### src/rtl/ctl_wr_pkg.sv
package ctl_wr_pkg;

    localparam int DEV_W      = 2;
    localparam int ADDR_W     = 5;
    localparam int DATA_W     = 8;
    localparam int FRAME_BITS = DEV_W + 1 + ADDR_W + DATA_W;
    localparam int CNT_W      = $clog2(FRAME_BITS + 1);
    localparam logic [DEV_W-1:0] DEV_CODE = 2'b01;

    typedef logic [ADDR_W-1:0] reg_idx_t;
    typedef logic [DATA_W-1:0] reg_val_t;

    typedef struct packed {
        logic [CNT_W-1:0]      cnt;
        logic [FRAME_BITS-2:0] shreg;
        logic                  sclk_prev;
    } frame_state_t;

endpackage

### src/rtl/ctl_wr_sync.sv
module ctl_wr_sync #(
    parameter int               WIDTH   = 4,
    parameter int               STAGES  = 2,
    parameter logic [WIDTH-1:0] RST_VAL = '0
) (
    input  logic             clk_i,
    input  logic             rst_n_i,
    input  logic [WIDTH-1:0] async_i,
    output logic [WIDTH-1:0] sync_o
);

    logic [WIDTH-1:0] stage_d [STAGES];
    logic [WIDTH-1:0] stage_q [STAGES];

    always_comb begin
        stage_d[0] = async_i;
        for (int s = 1; s < STAGES; s++) begin
            stage_d[s] = stage_q[s-1];
        end
    end

    always_ff @(posedge clk_i or negedge rst_n_i) begin
        if (!rst_n_i) begin
            for (int s = 0; s < STAGES; s++) begin
                stage_q[s] <= RST_VAL;
            end
        end else begin
            for (int s = 0; s < STAGES; s++) begin
                stage_q[s] <= stage_d[s];
            end
        end
    end

    assign sync_o = stage_q[STAGES-1];

endmodule

### src/rtl/ctl_wr_frame.sv
module ctl_wr_frame
    import ctl_wr_pkg::*;
(
    input  logic             clk_i,
    input  logic             rst_n_i,
    input  logic             ps_s_i,
    input  logic             csn_s_i,
    input  logic             sclk_s_i,
    input  logic             sdi_s_i,
    output logic             commit_o,
    output reg_idx_t         wr_addr_o,
    output reg_val_t         wr_data_o,
    output logic [CNT_W-1:0] cnt_o,
    output logic             active_o
);

    localparam logic [CNT_W-1:0] LAST_BIT = CNT_W'(FRAME_BITS - 1);
    localparam logic [CNT_W-1:0] FULL     = CNT_W'(FRAME_BITS);

    frame_state_t st_d, st_q;
    logic         active;
    logic         rise;
    logic [FRAME_BITS-1:0] word;
    logic         fields_ok;

    always_comb begin
        active    = !csn_s_i && !ps_s_i;
        rise      = sclk_s_i && !st_q.sclk_prev;
        word      = {st_q.shreg, sdi_s_i};
        fields_ok = (word[FRAME_BITS-1 -: DEV_W] == DEV_CODE)
                 && word[ADDR_W + DATA_W];

        st_d           = st_q;
        st_d.sclk_prev = sclk_s_i;
        if (!active) begin
            st_d.cnt = '0;
        end else if (rise && (st_q.cnt < FULL)) begin
            st_d.shreg = {st_q.shreg[FRAME_BITS-3:0], sdi_s_i};
            st_d.cnt   = st_q.cnt + 1'b1;
        end

        commit_o  = active && rise && (st_q.cnt == LAST_BIT) && fields_ok;
        wr_addr_o = word[DATA_W +: ADDR_W];
        wr_data_o = word[DATA_W-1:0];
    end

    always_ff @(posedge clk_i or negedge rst_n_i) begin
        if (!rst_n_i) begin
            st_q <= '0;
        end else begin
            st_q <= st_d;
        end
    end

    assign cnt_o    = st_q.cnt;
    assign active_o = active;

endmodule

### src/rtl/ctl_wr_regfile.sv
module ctl_wr_regfile
    import ctl_wr_pkg::*;
#(
    parameter int       REG_COUNT = 24,
    parameter reg_val_t DFLT_BASE = 8'h10,
    parameter reg_val_t DFLT_STEP = 8'h05
) (
    input  logic                        clk_i,
    input  logic                        rst_n_i,
    input  logic                        we_i,
    input  reg_idx_t                    addr_i,
    input  reg_val_t                    data_i,
    output logic [REG_COUNT*DATA_W-1:0] regs_o
);

    reg_val_t regs_d [REG_COUNT];
    reg_val_t regs_q [REG_COUNT];

    for (genvar i = 0; i < REG_COUNT; i++) begin : g_reg
        localparam reg_val_t DFLT = reg_val_t'(DFLT_BASE + i * DFLT_STEP);
        localparam reg_idx_t IDX  = reg_idx_t'(i);

        always_comb begin
            regs_d[i] = regs_q[i];
            if (we_i && (addr_i == IDX)) begin
                regs_d[i] = data_i;
            end
        end

        always_ff @(posedge clk_i or negedge rst_n_i) begin
            if (!rst_n_i) begin
                regs_q[i] <= DFLT;
            end else begin
                regs_q[i] <= regs_d[i];
            end
        end

        assign regs_o[i*DATA_W +: DATA_W] = regs_q[i];
    end

endmodule

### src/rtl/ctl_wr_port.sv
module ctl_wr_port
    import ctl_wr_pkg::*;
#(
    parameter int       REG_COUNT   = 24,
    parameter int       SYNC_STAGES = 2,
    parameter reg_val_t DFLT_BASE   = 8'h10,
    parameter reg_val_t DFLT_STEP   = 8'h05
) (
    input  logic                        clk_i,
    input  logic                        pdn_n_i,
    input  logic                        ps_sel_i,
    input  logic                        csn_i,
    input  logic                        sclk_i,
    input  logic                        sdi_i,
    output logic [REG_COUNT*DATA_W-1:0] regs_o
);

    localparam logic [3:0] SYNC_RST = 4'b1100;

    logic [3:0]       raw_in;
    logic [3:0]       sync_in;
    logic             commit;
    reg_idx_t         wr_addr;
    reg_val_t         wr_data;
    logic [CNT_W-1:0] frm_cnt;
    logic             port_active;

    assign raw_in = {ps_sel_i, csn_i, sclk_i, sdi_i};

    ctl_wr_sync #(
        .WIDTH   (4),
        .STAGES  (SYNC_STAGES),
        .RST_VAL (SYNC_RST)
    ) u_sync (
        .clk_i   (clk_i),
        .rst_n_i (pdn_n_i),
        .async_i (raw_in),
        .sync_o  (sync_in)
    );

    ctl_wr_frame u_frame (
        .clk_i     (clk_i),
        .rst_n_i   (pdn_n_i),
        .ps_s_i    (sync_in[3]),
        .csn_s_i   (sync_in[2]),
        .sclk_s_i  (sync_in[1]),
        .sdi_s_i   (sync_in[0]),
        .commit_o  (commit),
        .wr_addr_o (wr_addr),
        .wr_data_o (wr_data),
        .cnt_o     (frm_cnt),
        .active_o  (port_active)
    );

    ctl_wr_regfile #(
        .REG_COUNT (REG_COUNT),
        .DFLT_BASE (DFLT_BASE),
        .DFLT_STEP (DFLT_STEP)
    ) u_regs (
        .clk_i   (clk_i),
        .rst_n_i (pdn_n_i),
        .we_i    (commit),
        .addr_i  (wr_addr),
        .data_i  (wr_data),
        .regs_o  (regs_o)
    );

endmodule

### config.mk
export PLATFORM = sky130hd
export DESIGN_NAME = ctl_wr_port
export DESIGN_NICKNAME = d
export VERILOG_FILES = /design/src/rtl/ctl_wr_pkg.sv /design/src/rtl/ctl_wr_sync.sv /design/src/rtl/ctl_wr_frame.sv /design/src/rtl/ctl_wr_regfile.sv /design/src/rtl/ctl_wr_port.sv
export SDC_FILE = /design/constraint.sdc
export NUM_CORES = 1
export LEC_CHECK = 0
export ABC_CLOCK_PERIOD_IN_PS = 2900
export BUFFER_PORTS_ARGS = -buffer_cell sky130_fd_sc_hd__buf_2
export CAP_MARGIN = 10
export CORE_AREA = 2 2 125 139
export CTS_BUF_LIST = sky130_fd_sc_hd__clkbuf_16
export DETAILED_ROUTE_END_ITERATION = 6
export DIE_AREA = 0 0 127 141
export PLACE_DENSITY = 0.78
export SKIP_CTS_REPAIR_TIMING = 1
export SYNTH_ARGS = -nofsm -noshare
export SYNTH_HDL_FRONTEND = slang
export SYNTH_HIERARCHICAL = 1
export SYNTH_SLANG_ARGS = --single-unit
### constraint.sdc
create_clock -name clk_i -period 2.9 [get_ports clk_i]
set_clock_uncertainty 0.05 [all_clocks]
set_input_delay 0.58 -clock clk_i [delete_from_list [all_inputs] [get_ports clk_i]]
set_output_delay 0.58 -clock clk_i [all_outputs]
set_load 0.005 [all_outputs]
; ---- Word-level counts from Yosys, hierarchy flattened
; Index checks and enable logic that the tools add are counted.
[word_totals]
elab_cells = 95
regBits = 221
inputBits = 6
[classes]
n_reduce_logical = 36
n_eq_ne = 26
addsub = 1
n_mux = 2
magnitude_cmp = 1
[ops]
columns = operator, n
row1 = $eq A5 B4 Y1 const B, 9
row2 = $eq A5 B5 Y1 const B, 8
row3 = $logic_and A1 B1 Y1, 31
row4 = $eq A5 B3 Y1 const B, 4
row5 = $mux W20, 1
row6 = $eq A5 B2 Y1 const B, 2
row7 = $add A5 B1 Y5 const B, 1
row8 = $eq A5 B1 Y1 const B, 1
row9 = $logic_not A5 Y1, 1
row10 = $lt A5 B5 Y1 const B, 1
row11 = $mux W5, 1
row12 = $logic_not A1 Y1, 3
row13 = $eq A2 B1 Y1 const B, 1
row14 = $ne A2 B1 Y1 const B, 1
row15 = $reduce_and A2 Y1, 1

; ---- Longest topological paths before layout
[logic_depth]
ltp_word = 6
mapped_depth = 9
mapped_depth_nobuf = 8

; ---- Hierarchy
; Netlist, hierarchy kept.
[modules_own_cells]
columns = module, seq_area_each_um2, instances, area_per_inst_um2, cells_each
row1 = ctl_wr_regfile, 4914.7, 1, 7435.9, 444
row2 = ctl_wr_frame, 525.5, 1, 1074.8, 82
row3 = ctl_wr_sync, 205.2, 1, 205.2, 8

; ---- Worst setup path after synthesis
; Ideal clock, no wire load.
[synth_timing]
path_type = register -> register
from = reg u_frame.st_q, in the netlist u_frame/cnt_o[0]
to = reg u_regs.regs_q, in the netlist u_regs/regs_o[100]
slack_ns = 0.469
path_stages_with_launch = 10
setup_time_ns = 0.125
synth_period_minus_slack_ns = 2.431
arrival_ns = 2.256
cell_sequence = dfrtp_1 > ha_1 > and3_1 > ha_1 > nand4b_1 > nor3_1 > nand4b_2 > or3_1 > buf_4 > mux2_4
[synth_via]
elab_chain_len = 4
[synth_lines]
columns = item, line_no
row1 = start: declaration, ctl_wr_frame.sv:20  ; frame_state_t st_d, st_q;
row2 = start signal: assignment, ctl_wr_frame.sv:51  ; st_q <= st_d;
row3 = $eq A5 B4 Y1, ctl_wr_frame.sv:42  ; commit_o = active && rise && (st_q.cnt == LAST_BIT) && fields_ok;
row4 = $logic_and A1 B1 Y1 (2 in a row), ctl_wr_frame.sv:42
row5 = via commit, ctl_wr_port.sv:22  ; logic commit;
row6 = $logic_and A1 B1 Y1, ctl_wr_regfile.sv:25  ; if (we_i && (addr_i == IDX)) begin
row7 = end signal: indexed assignment, ctl_wr_regfile.sv:34  ; regs_q[i] <= regs_d[i];
row8 = end: declaration, ctl_wr_regfile.sv:17  ; reg_val_t regs_q [REG_COUNT];
; The timed path passes the listed nets, and every way through them passes these cells.
; A chain may end at the register's enable or synchronous reset.

; ---- Final worst setup path
[layout_timing]
from = reg u_frame.st_q, in the netlist u_frame/cnt_o[0]
to = reg u_regs.regs_q, in the netlist u_regs/regs_o[101]
; Same word-level chain as after synthesis.

==> impl_metrics.ini <==
[synth]
synth_cells = 529
syn_area_per_cell_um2 = 16.4
synth_nets = 537
yosys_warnings = 6
synth.cell_area_mm2 = 0.00868

[route]
drc = 0
wl_um = 19900
wl_per_cell_um = 21.0
ant_nets = 0
num_vias = 5050
vias_per_cell = 5.34
drt_iter0_markers = 192
dr.pass1.iters = 4

[clock_tree]
clock-sinks = 221
htree_num_levels = 1
cts_root_buf = clkbuf_16
cts.path.max_buffers = 3
cts_made_buffers = 22
clk_latency_ns = 0.50
cts_tree = built
clk_pin_slew_ns = 0.06

[pwr]
power_leakage_nw = 5.65
power.density_mw_per_mm2 = 612
ir_drop_uv = 422
power_mw = 6.47

[floorplan]
dieArea_mm2 = 0.0179
std_cell_rows = 50
start_util_pct = 52.2
die_w_um = 127
die_y_um = 141
io_pins = 198
core_area_mm2 = 0.0166

[outcome]
outcome = complete, no violations

[layout]
design_area_mm2 = 0.0106
final_cell_mix = buf_2 (196), mux2_2 (189), dfrtp_1 (129)
fill_cells = 1237
layout.cells.non_filler = 946
final_util_pct = 63.6
syn_to_final_growth_pct = 21.9
layout-drive-gt1-share_pct = 74.9
antennaDiodeCount = 0
multiInputGateArea_mm2 = 0.00280
fin_nets = 730
final-seq-area_mm2 = 0.00565
final_common_cell = buf_2

[critical_path]
crit_type = flop to flop
cp.required_ns = 3.22
path_max_fanout = 8
setup.worst_path.start_class = flop
crit_arrival_ns = 2.94
critPathCaptureType = flop

[sta]
period_needed_ns = 2.62
clock.fmax_mhz = 381
slew_headroom_pct = 26.1
worst_slew_pin_slew_ns = 1.11
fin_tns_setup_ns = 0
slew_viol_final = 0
period_share_pct = 90.5
report.final.setup_viol = 0
rsz0062_at_grt = no
finalHoldViolations = 0

[global_route]
grt_start_max_net_pins = 65
grt_pass1_vias = 5542
antenna_found_initial = 0
grt-ovfl-total = 0
grt_pass1_wl_um = 31300
grt_usage_pct = 22.3

[hold_path]
min_path_type = input port to asynchronous set/reset pin

[placement]
place_area_mm2 = 0.00982
dp_cells = 906
place.gp.congestion = 0.765
io_buffers = 197
dp_hpwl_um = 13400

[flow_run]
max_cap_violations = 0
-- worst max-delay path, stage by stage (launching register included) --
cell	delay [ns]
dfrtp_1	0.40
ha_1	0.18
and3_1	0.17
ha_1	0.14
nand4b_1	0.10
nor3_1	0.16
buf_4	0.17
nand4b_2	0.16
or3_1	0.59
mux2_4	0.38
-- registers in the layout, summed over array words and instances, names as in the netlist --
| register | flops |
|---|---|
| u_frame/wr_addr_o | 5 |
| u_sync/stage_d | 4 |
| u_frame/wr_data_o | 7 |
| u_frame/cnt_o | 5 |
| u_frame/st_q | 4 |
| u_regs/regs_o | 192 |
| u_sync/sync_o | 4 |
-- cell type report --
type                            count  area share, %
Inverter                            2         0.0946
Clock inverter                     17           1.76
Clock buffer                       23           5.44
Timing Repair Buffer              208           10.4
Sequential cell                   221           53.3
Tap cell                          208           2.46
Multi-Input combinational cell    267           26.5
-- per-layer routing --
metal / share of wire (%) / GRT usage (%) / vias to the layer above
li1: - / - / 2229
met1: 42 / 28.5 / 2609
met4: 2.2 / 6.65 / 0
met5: 0 / 0 / -
met3: 6.6 / 5.43 / 36
met2: 49 / 37.9 / 176
-- path summary, 6_finish.rpt --
check | from | to | slack [ns] | depth (start not counted)
max | u_frame/cnt_o[0] | u_regs/regs_o[101] | 0.28 | 9
min | pdn_n_i | u_regs/regs_o[122] | 0.005 | 1
max reg2reg | u_frame/cnt_o[0] | u_regs/regs_o[101] | 0.28 | 9
min reg2reg | u_sync/stage_d[3] | u_sync/sync_o[3] | 0.30 | 0
max in group asynchronous | pdn_n_i | u_regs/regs_o[53] | 2.00 | 2
min in group clk_i | csn_i | u_sync/stage_d[2] | 0.13 | 1
-- through the flow --
step,hold WS [ns],worst slack (ns)
6_report,0.00518,0.276
4_1_cts,0.0155,0.274
3_3_place_gp,0.285,0.404
2_1_floorplan,0.234,0.490
5_1_grt,0.0283,0.180
3_5_place_dp,0.293,0.301
-- report_power, final --
part / switching, mW / total [mW] / internal, mW
Clock: 1.16 / 2.96 / 1.80
Combinational: 0.145 / 0.208 / 0.0624
Sequential: 0.190 / 3.31 / 3.12
Power figures use the tool's default switching activity.
